===== config.mk =====
export PLATFORM = sky130hd
export DESIGN_NAME = cam_valid_ctl
export DESIGN_NICKNAME = d
export VERILOG_FILES = /design/src/rtl/cam_valid_ctl.sv
export SDC_FILE = /design/constraint.sdc
export NUM_CORES = 1
export LEC_CHECK = 0
export BUFFER_PORTS_ARGS = -buffer_cell sky130_fd_sc_hd__buf_2
export CAP_MARGIN = 20
export CORE_MARGIN = 1.5
export CORE_UTILIZATION = 34
export DETAILED_ROUTE_END_ITERATION = 12
export PLACE_DENSITY_LB_ADDON = 0.1
export SYNTH_ARGS = -nofsm -noshare
export SYNTH_HDL_FRONTEND = slang
export SYNTH_SLANG_ARGS = --single-unit

===== constraint.sdc =====
create_clock -name clk -period 12.3 [get_ports clk]
set_input_delay 2.46 -clock clk [delete_from_list [all_inputs] [get_ports clk]]
set_output_delay 2.46 -clock clk [all_outputs]
set_load 0.005 [all_outputs]

===== src/rtl/cam_valid_ctl.sv =====
module cam_valid_ctl #(
  parameter int ENTRIES = 16,
  parameter int KEY_W = 32,
  localparam int AW = (ENTRIES > 1) ? $clog2(ENTRIES) : 1
) (
  input  logic             clk,
  input  logic             rst_n,
  input  logic             cmd_en,
  input  logic             cmd_wr,
  input  logic [11:0]      cmd_op,
  input  logic             cmp_go,
  input  logic             wnf_go,
  input  logic [KEY_W-1:0] key_in,
  output logic [31:0]      rd_data,
  output logic [AW-1:0]    addr_reg,
  output logic             match_any,
  output logic [AW-1:0]    match_addr,
  output logic             full
);

  localparam logic [5:0] OP_VAL  = 6'b100000;
  localparam logic [5:0] OP_EMP  = 6'b100001;
  localparam logic [5:0] OP_HPM  = 6'b100010;
  localparam logic [5:0] OP_AML  = 6'b100011;
  localparam logic [5:0] OP_INC  = 6'b100100;
  localparam logic [5:0] OP_DEC  = 6'b100101;
  localparam logic [5:0] OP_TVAL = 6'b101000;
  localparam logic [5:0] OP_TINV = 6'b101001;
  localparam logic [AW-1:0] TOP = AW'(ENTRIES - 1);

  logic [KEY_W-1:0]   mem [ENTRIES];
  logic [ENTRIES-1:0] vbit, tbit, match_q, hit_vec;
  logic [AW-1:0]      ar, hpm_q, hit_idx, free_idx;
  logic               any_q, free_found;
  logic [31:0]        rd_q;

  wire [5:0] op     = cmd_op[5:0];
  wire       wr_cmd = cmd_en & cmd_wr;
  wire       rd_cmd = cmd_en & ~cmd_wr;
  wire       do_cmp = cmp_go & ~cmd_en;
  wire       do_wnf = wnf_go & ~cmd_en & ~cmp_go;

  assign rd_data    = rd_q;
  assign addr_reg   = ar;
  assign match_any  = any_q;
  assign match_addr = hpm_q;
  assign full       = ~|vbit;

  always_comb begin
    hit_idx    = '0;
    free_idx   = '0;
    free_found = 1'b0;
    for (int i = 0; i < ENTRIES; i++)
      hit_vec[i] = ~vbit[i] && (mem[i] == key_in);
    for (int i = ENTRIES - 1; i >= 0; i--) begin
      if (hit_vec[i]) hit_idx = AW'(i);
      if (vbit[i]) begin
        free_idx   = AW'(i);
        free_found = 1'b1;
      end
    end
  end

  always_ff @(posedge clk) begin
    if (do_wnf && free_found) mem[free_idx] <= key_in;
  end

  always_ff @(posedge clk) begin
    if (!rst_n) begin
      vbit    <= '1;
      tbit    <= '1;
      ar      <= '0;
      match_q <= '0;
      any_q   <= 1'b0;
      hpm_q   <= '0;
      rd_q    <= '0;
    end else begin
      rd_q <= '0;
      if (rd_cmd) begin
        case (op)
          OP_VAL:  rd_q <= {31'b0, vbit[ar]};
          OP_TVAL: rd_q <= {31'b0, tbit[ar]};
          default: ;
        endcase
      end else if (wr_cmd) begin
        case (op)
          OP_VAL:  vbit[ar] <= 1'b0;
          OP_EMP:  vbit[ar] <= 1'b1;
          OP_HPM:  if (any_q) vbit[hpm_q] <= 1'b1;
          OP_AML:  vbit <= vbit | match_q;
          OP_INC:  ar <= (ar == TOP) ? '0 : ar + 1'b1;
          OP_DEC:  ar <= (ar == '0) ? TOP : ar - 1'b1;
          OP_TVAL: tbit[ar] <= 1'b0;
          OP_TINV: tbit[ar] <= 1'b1;
          default: ;
        endcase
      end else if (do_cmp) begin
        match_q <= hit_vec;
        any_q   <= |hit_vec;
        hpm_q   <= hit_idx;
      end else if (do_wnf && free_found) begin
        vbit[free_idx] <= 1'b0;
      end
    end
  end


  ar_step_chk: assert property (@(posedge clk) disable iff (!rst_n)
    (wr_cmd && op == OP_INC) |=> addr_reg == (($past(addr_reg) == TOP) ? '0 : $past(addr_reg) + 1'b1));


  ar_back_chk: assert property (@(posedge clk) disable iff (!rst_n)
    (wr_cmd && op == OP_DEC) |=> addr_reg == (($past(addr_reg) == '0) ? TOP : $past(addr_reg) - 1'b1));


  hpm_flag_chk: assert property (@(posedge clk) disable iff (!rst_n)
    match_any |-> match_q[match_addr]);


  no_hit_chk: assert property (@(posedge clk) disable iff (!rst_n)
    !match_any |-> (match_q == '0 && match_addr == '0));


  wnf_fill_chk: assert property (@(posedge clk) disable iff (!rst_n)
    (do_wnf && !full) |=> !vbit[$past(free_idx)]);


  set_empty_chk: assert property (@(posedge clk) disable iff (!rst_n)
    (wr_cmd && op == OP_EMP) |=> vbit[$past(addr_reg)]);


  aml_clear_chk: assert property (@(posedge clk) disable iff (!rst_n)
    (wr_cmd && op == OP_AML) |=> ((vbit & $past(match_q)) == $past(match_q)));


  rd_src_chk: assert property (@(posedge clk) disable iff (!rst_n)
    rd_data[0] |-> $past(rd_cmd));

endmodule


# ---- Word level (Yosys, flattened, before mapping)
# Memories as Yosys holds them, arrays and structs flattened.
# Index checks and enable logic that the tools add are counted.
dict set report totals {
  reg_bits 89
  ram_bits 512
  input_bits 50
  mem_count 1
}
# name depth width read_ports rd_ports_with_merged_regs write_ports line
set memory_table {}
lappend memory_table {mem 16 32 16 0 1 31} ;# logic [KEY_W-1:0] mem [ENTRIES];
dict set report classes {
  addsub 2
  magnitude_cmp 6
  eq_ne 28
  muxes 70
  bitwise 35
  n_reduce_logical 32
}
# operator n
set ops {}
lappend ops {{$eq 32x32->1} 16}
lappend ops {{$mux 4} 34}
lappend ops {{$mux 16} 4}
lappend ops {{$or 16x16->16} 4}
lappend ops {{$pmux 16 s4} 1}
lappend ops {{$and 16x16->16} 3}
lappend ops {{$eq 6x6->1 const B} 8}
lappend ops {{$not 16->16} 2}
lappend ops {{$pmux 16 s2} 1}
lappend ops {{$reduce_or 16->1} 2}
lappend ops {{$mux 1} 23}
lappend ops {{$not 1->1} 21}
lappend ops {{$logic_and 1x1->1} 20}
lappend ops {{$lt 4x5->1 const B} 3}
lappend ops {{$demux 1 s4} 3}
lappend ops {{$ge 4x1->1 const B} 3}
lappend ops {{$reduce_and 3->1} 3}
lappend ops {{$bmux 1 s4} 2}
lappend ops {{$pmux 4 s2} 1}
lappend ops {{$reduce_bool 2->1} 3}
lappend ops {{$and 1x1->1} 5}
lappend ops {{$ne 5x1->1 const B} 1}
lappend ops {{$reduce_and 5->1} 1}
lappend ops {{$add 4x1->4 const B} 1}
lappend ops {{other kinds (8)} 8}

# ---- Depth between registers and ports, before layout
dict set report depth {
  depth_word 25
  mapped_depth 10
  mapped_depth_nobuf 8
}

# ---- Worst setup path after synthesis
# No wires, ideal clock.
dict set report synth_timing {
  path_kind {input port to flip-flop}
  from {in cmd_en}
  to {mem mem[1][0], enable pin}
  setup_time_ns 0.468
  arrival_time_ns 5.376
  required_ns 11.832
  slack_ns 6.456
  cell_stages 2
  path_cell_list {nor3b_1 > nor3b_1}
}
dict set report synth_between {
  elab_chain_len 6
}
# element line
set synth_lines {}
lappend synth_lines {{start: declaration} 8} ;# input logic cmd_en,
lappend synth_lines {{$not 1->1} 41} ;# wire do_wnf = wnf_go & ~cmd_en & ~cmp_go;
lappend synth_lines {{$and 1x1->1 (2 in series)} 41}
lappend synth_lines {{$logic_and 1x1->1} 65} ;# if (do_wnf && free_found) mem[free_idx] <= key_in;
lappend synth_lines {{$mux 1} 65}
lappend synth_lines {{$mux 1 (implied by the code)} 65}
lappend synth_lines {{end: declaration} 31}
# Every way passes these cells.

# ---- Worst setup path in the final report
dict set report layout_timing {
  from {in key_in[20]}
  to {reg hpm_q[3] (netlist: match_addr[3])}
}
dict set report layout_between {
  elab_chain_len 18
}
# element line
set layout_lines {}
lappend layout_lines {{start: declaration} 13} ;# input logic [KEY_W-1:0] key_in,
lappend layout_lines {{$eq 32x32->1} 54} ;# hit_vec[i] = ~vbit[i] && (mem[i] == key_in);
lappend layout_lines {{$logic_and 1x1->1} 54}
lappend layout_lines {{$mux 4 (15 in series)} 56} ;# if (hit_vec[i]) hit_idx = AW'(i);
lappend layout_lines {{$mux 4 *} 56}
lappend layout_lines {{end signal: assignment} 100} ;# hpm_q <= hit_idx;
lappend layout_lines {{end: declaration} 33} ;# logic [AW-1:0] ar, hpm_q, hit_idx, free_idx;
# Mark *: on every way between the ends. The rest lies on a longest branch, timed or not.
# A chain may end at the register's enable or synchronous reset.

==> results.sh <==
export IMPL_cts_htree_levels=3
export IMPL_slew_violations=0
export IMPL_drt_iter0_drc=1296
export IMPL_cp_end_kind="flop"
export IMPL_synth_edf_count=512
export IMPL_critPathKind="primary input to flop"
export IMPL_p_leak_nw=8.703
export IMPL_clk_pin_slew_ns=0.06
export IMPL_fp_dieW_um=276.6
export IMPL_wire_per_inst_um=24.12
export IMPL_start_util_pct=34.29
export IMPL_cp_max_fo=17
export IMPL_cts_tree="done"
export IMPL_ant_nets=0
export IMPL_cts_resized=0
export IMPL_yosysWarnings=0
export IMPL_p_total_mw=4.141
export IMPL_hold_path_class="flop to flop"
export IMPL_vias_per_cell=5.050
export IMPL_power_per_cell_area_nw_per_um2=144.4
export IMPL_port_buffers=54
export IMPL_cts_root_buf="clkbuf_16"
export IMPL_cts_setup_buffers=0
export IMPL_timing_final_ws_setup_ns=7.029
export IMPL_gp_congestion=0.8673
export IMPL_fillers=7015
export IMPL_synth_cell_types=69
export IMPL_area_growth_pct=12.73
export IMPL_drt_total_wl_mm=70.21
export IMPL_antenna_found_initial=2
export IMPL_grt_max_degree=36
export IMPL_worstMarginPinSlew_ns=1.092
export IMPL_holdWs_ns=0.4603
export IMPL_setup_tns_ns=0
export IMPL_synth_ff_latch_count=570
export IMPL_grt_pass1_vias=14430
export IMPL_setup_viol=0
export IMPL_hold_path_end="match_q[7]"
export IMPL_min_delay_start="match_q[7]"
export IMPL_clk_path_buf_depth=3
export IMPL_hold_viol=0
export IMPL_r2r_setup_slack_ns=8.88
export IMPL_async_reset_ff_share_pct=0
export IMPL_skew_ns=0.02339
export IMPL_holdBufCountCts=0
export IMPL_synth_area_leader_cell="edfxtp_1"
export IMPL_clock_latency_ns=0.58
export IMPL_synth_top_area_share_pct=60.43
export IMPL_cap_violations=0
export IMPL_grt_overflow_total=0
export IMPL_mostFrequentLayoutCell="edfxtp_1"
export IMPL_seqCellArea_um2=16540
export IMPL_ys_top_cells_by_area="edfxtp_1 (60%), xnor2_1 (16%), dfxtp_1 (4.6%)"
export IMPL_grt_pass1_wl_mm=101.8
export IMPL_top_register="mem"
export IMPL_synthFlopType="edfxtp_1"
export IMPL_fin_nets=1950
export IMPL_whs_path_depth=2
export IMPL_dieArea_um2=76480
export IMPL_numCtsBuffers=66
export IMPL_rsz0062_at_grt="false"
export IMPL_critPathRequiredTime_ns=12.77
export IMPL_startpoint="key_in[20]"
export IMPL_num_io_pins=92
export IMPL_drc_errors=0
export IMPL_largestRegisters="mem x512, match_q x16, vbit x16"
export IMPL_syn_avg_cell_area_um2=13.96
export IMPL_ir_drop_mv=0.07729
export IMPL_r2r_start="vbit[15]"
export IMPL_hpwl_mm=40.85
export IMPL_cp_start_kind="primary input"
export IMPL_coreArea_um2=74200
export IMPL_drive_above_1_share_pct=12.00
export IMPL_yosysSeqAreaShare_pct=64.99
export IMPL_relSlewSlack_pct=26.51
export IMPL_first_pass_iters=5
export IMPL_multiInputGateArea_um2=8293
export IMPL_layout_common_cells="edfxtp_1 (512), xnor2_1 (452), nand4_1 (109), clkbuf_16 (68), a21oi_1 (61)"
export IMPL_num_rows=100
export IMPL_post_route_period_util_pct=42.85
export IMPL_dp_slack_ns=6.435
export IMPL_vias=14700
export IMPL_grt_total_usage_pct=18.40
export IMPL_syn_inst=1823
export IMPL_synth_cell_area_um2=25440
export IMPL_dieHeight_um=276.6
export IMPL_period_needed_ns=5.271
export IMPL_reg2reg_depth=8
export IMPL_largest_register_ffs=512
export IMPL_clock_sinks=570
export IMPL_r2r_end="mem[5][10]"
export IMPL_timing_fmax_ghz=0.1897
export IMPL_run_status="finished, final reports clean"
export IMPL_critPathArrivalTime_ns=5.74
-- cell usage after synthesis (29+ instances only) --
master / number
a21oi_1: 61
xnor2_1: 452
buf_4: 40
buf_2: 56
nand3_1: 46
nand4_1: 109
nor2_1: 64
nand2_1: 53
nor4_1: 29
o21ai_0: 52
xor2_1: 55
edfxtp_1: 512
clkbuf_1: 29
nor3_1: 35
dfxtp_1: 58
-- cells by family (layout without fill, tap and decap cells) --
family,after synthesis,in the layout,synth area share [%]
adder cells (fa/ha/maj),5,5,0.2459
other,1,32,0.01474
AO/OA/AOI/OAI,194,194,4.874
AND/OR/NAND/NOR,386,386,8.316
XOR/XNOR,507,507,17.45
buffers and inverters,148,236,3.138
multiplexers,12,12,0.9639
flip-flops,570,570,64.99
-- layout make-up --
cell class / instances / area share, %
clock inverter: 26 / 0.4755
sequential: 570 / 57.66
tap: 969 / 4.227
clock buffer: 88 / 6.230
antenna: 1 / 0.008725
inverter: 18 / 0.2356
multi-input combinational: 1135 / 28.92
timing repair buffer: 104 / 2.251
-- per-layer routing --
layer	global-route usage, %	share of wire, %	vias up
li1	-	-	6772
met1	25.75	47	7457
met2	29.20	46	387
met3	2.679	4.6	86
met4	6.361	2.7	0
met5	0	0	-
-- worst max-delay path by stage --
stage / end / slack (ns) / cells after the start
after detailed placement: match_addr[3] / 6.44 / 10
after CTS: match_addr[3] / 7.06 / 10
after global routing: match_addr[3] / 6.86 / 10
after global placement: match_addr[3] / 6.42 / 10
final: match_addr[3] / 7.03 / 10
after floorplan: mem[1][0] / 6.46 / 2
-- per-stage QoR --
stage	cell area, um2	utilization, %	cells
3_3_place_gp	26750	36.06	2796
6_report	28680	38.65	2911
3_5_place_dp	26750	36.06	2796
2_1_floorplan	25550	-	1853
5_1_grt	28680	38.65	2910
4_1_cts	28680	38.65	2910
-- power breakdown --
part           leakage [nW]  internal (mW)  switching (mW)
Sequential             5.08           2.11         0.00536
Clock                 0.941           1.02           0.764
Combinational          2.69         0.0761           0.163
Total                  8.70           3.21           0.933
-- worst max-delay path, cell delays in order --
cell     delay (ns)
buf_2          0.45
buf_4          0.43
xor2_1         0.12
nor4_1         0.38
nand4_1        0.21
nor4_1         0.96
nor2b_1        0.22
nand4_1        0.22
o21ai_0        0.09
and3_1         0.17
Power figures use the tool's default switching activity.
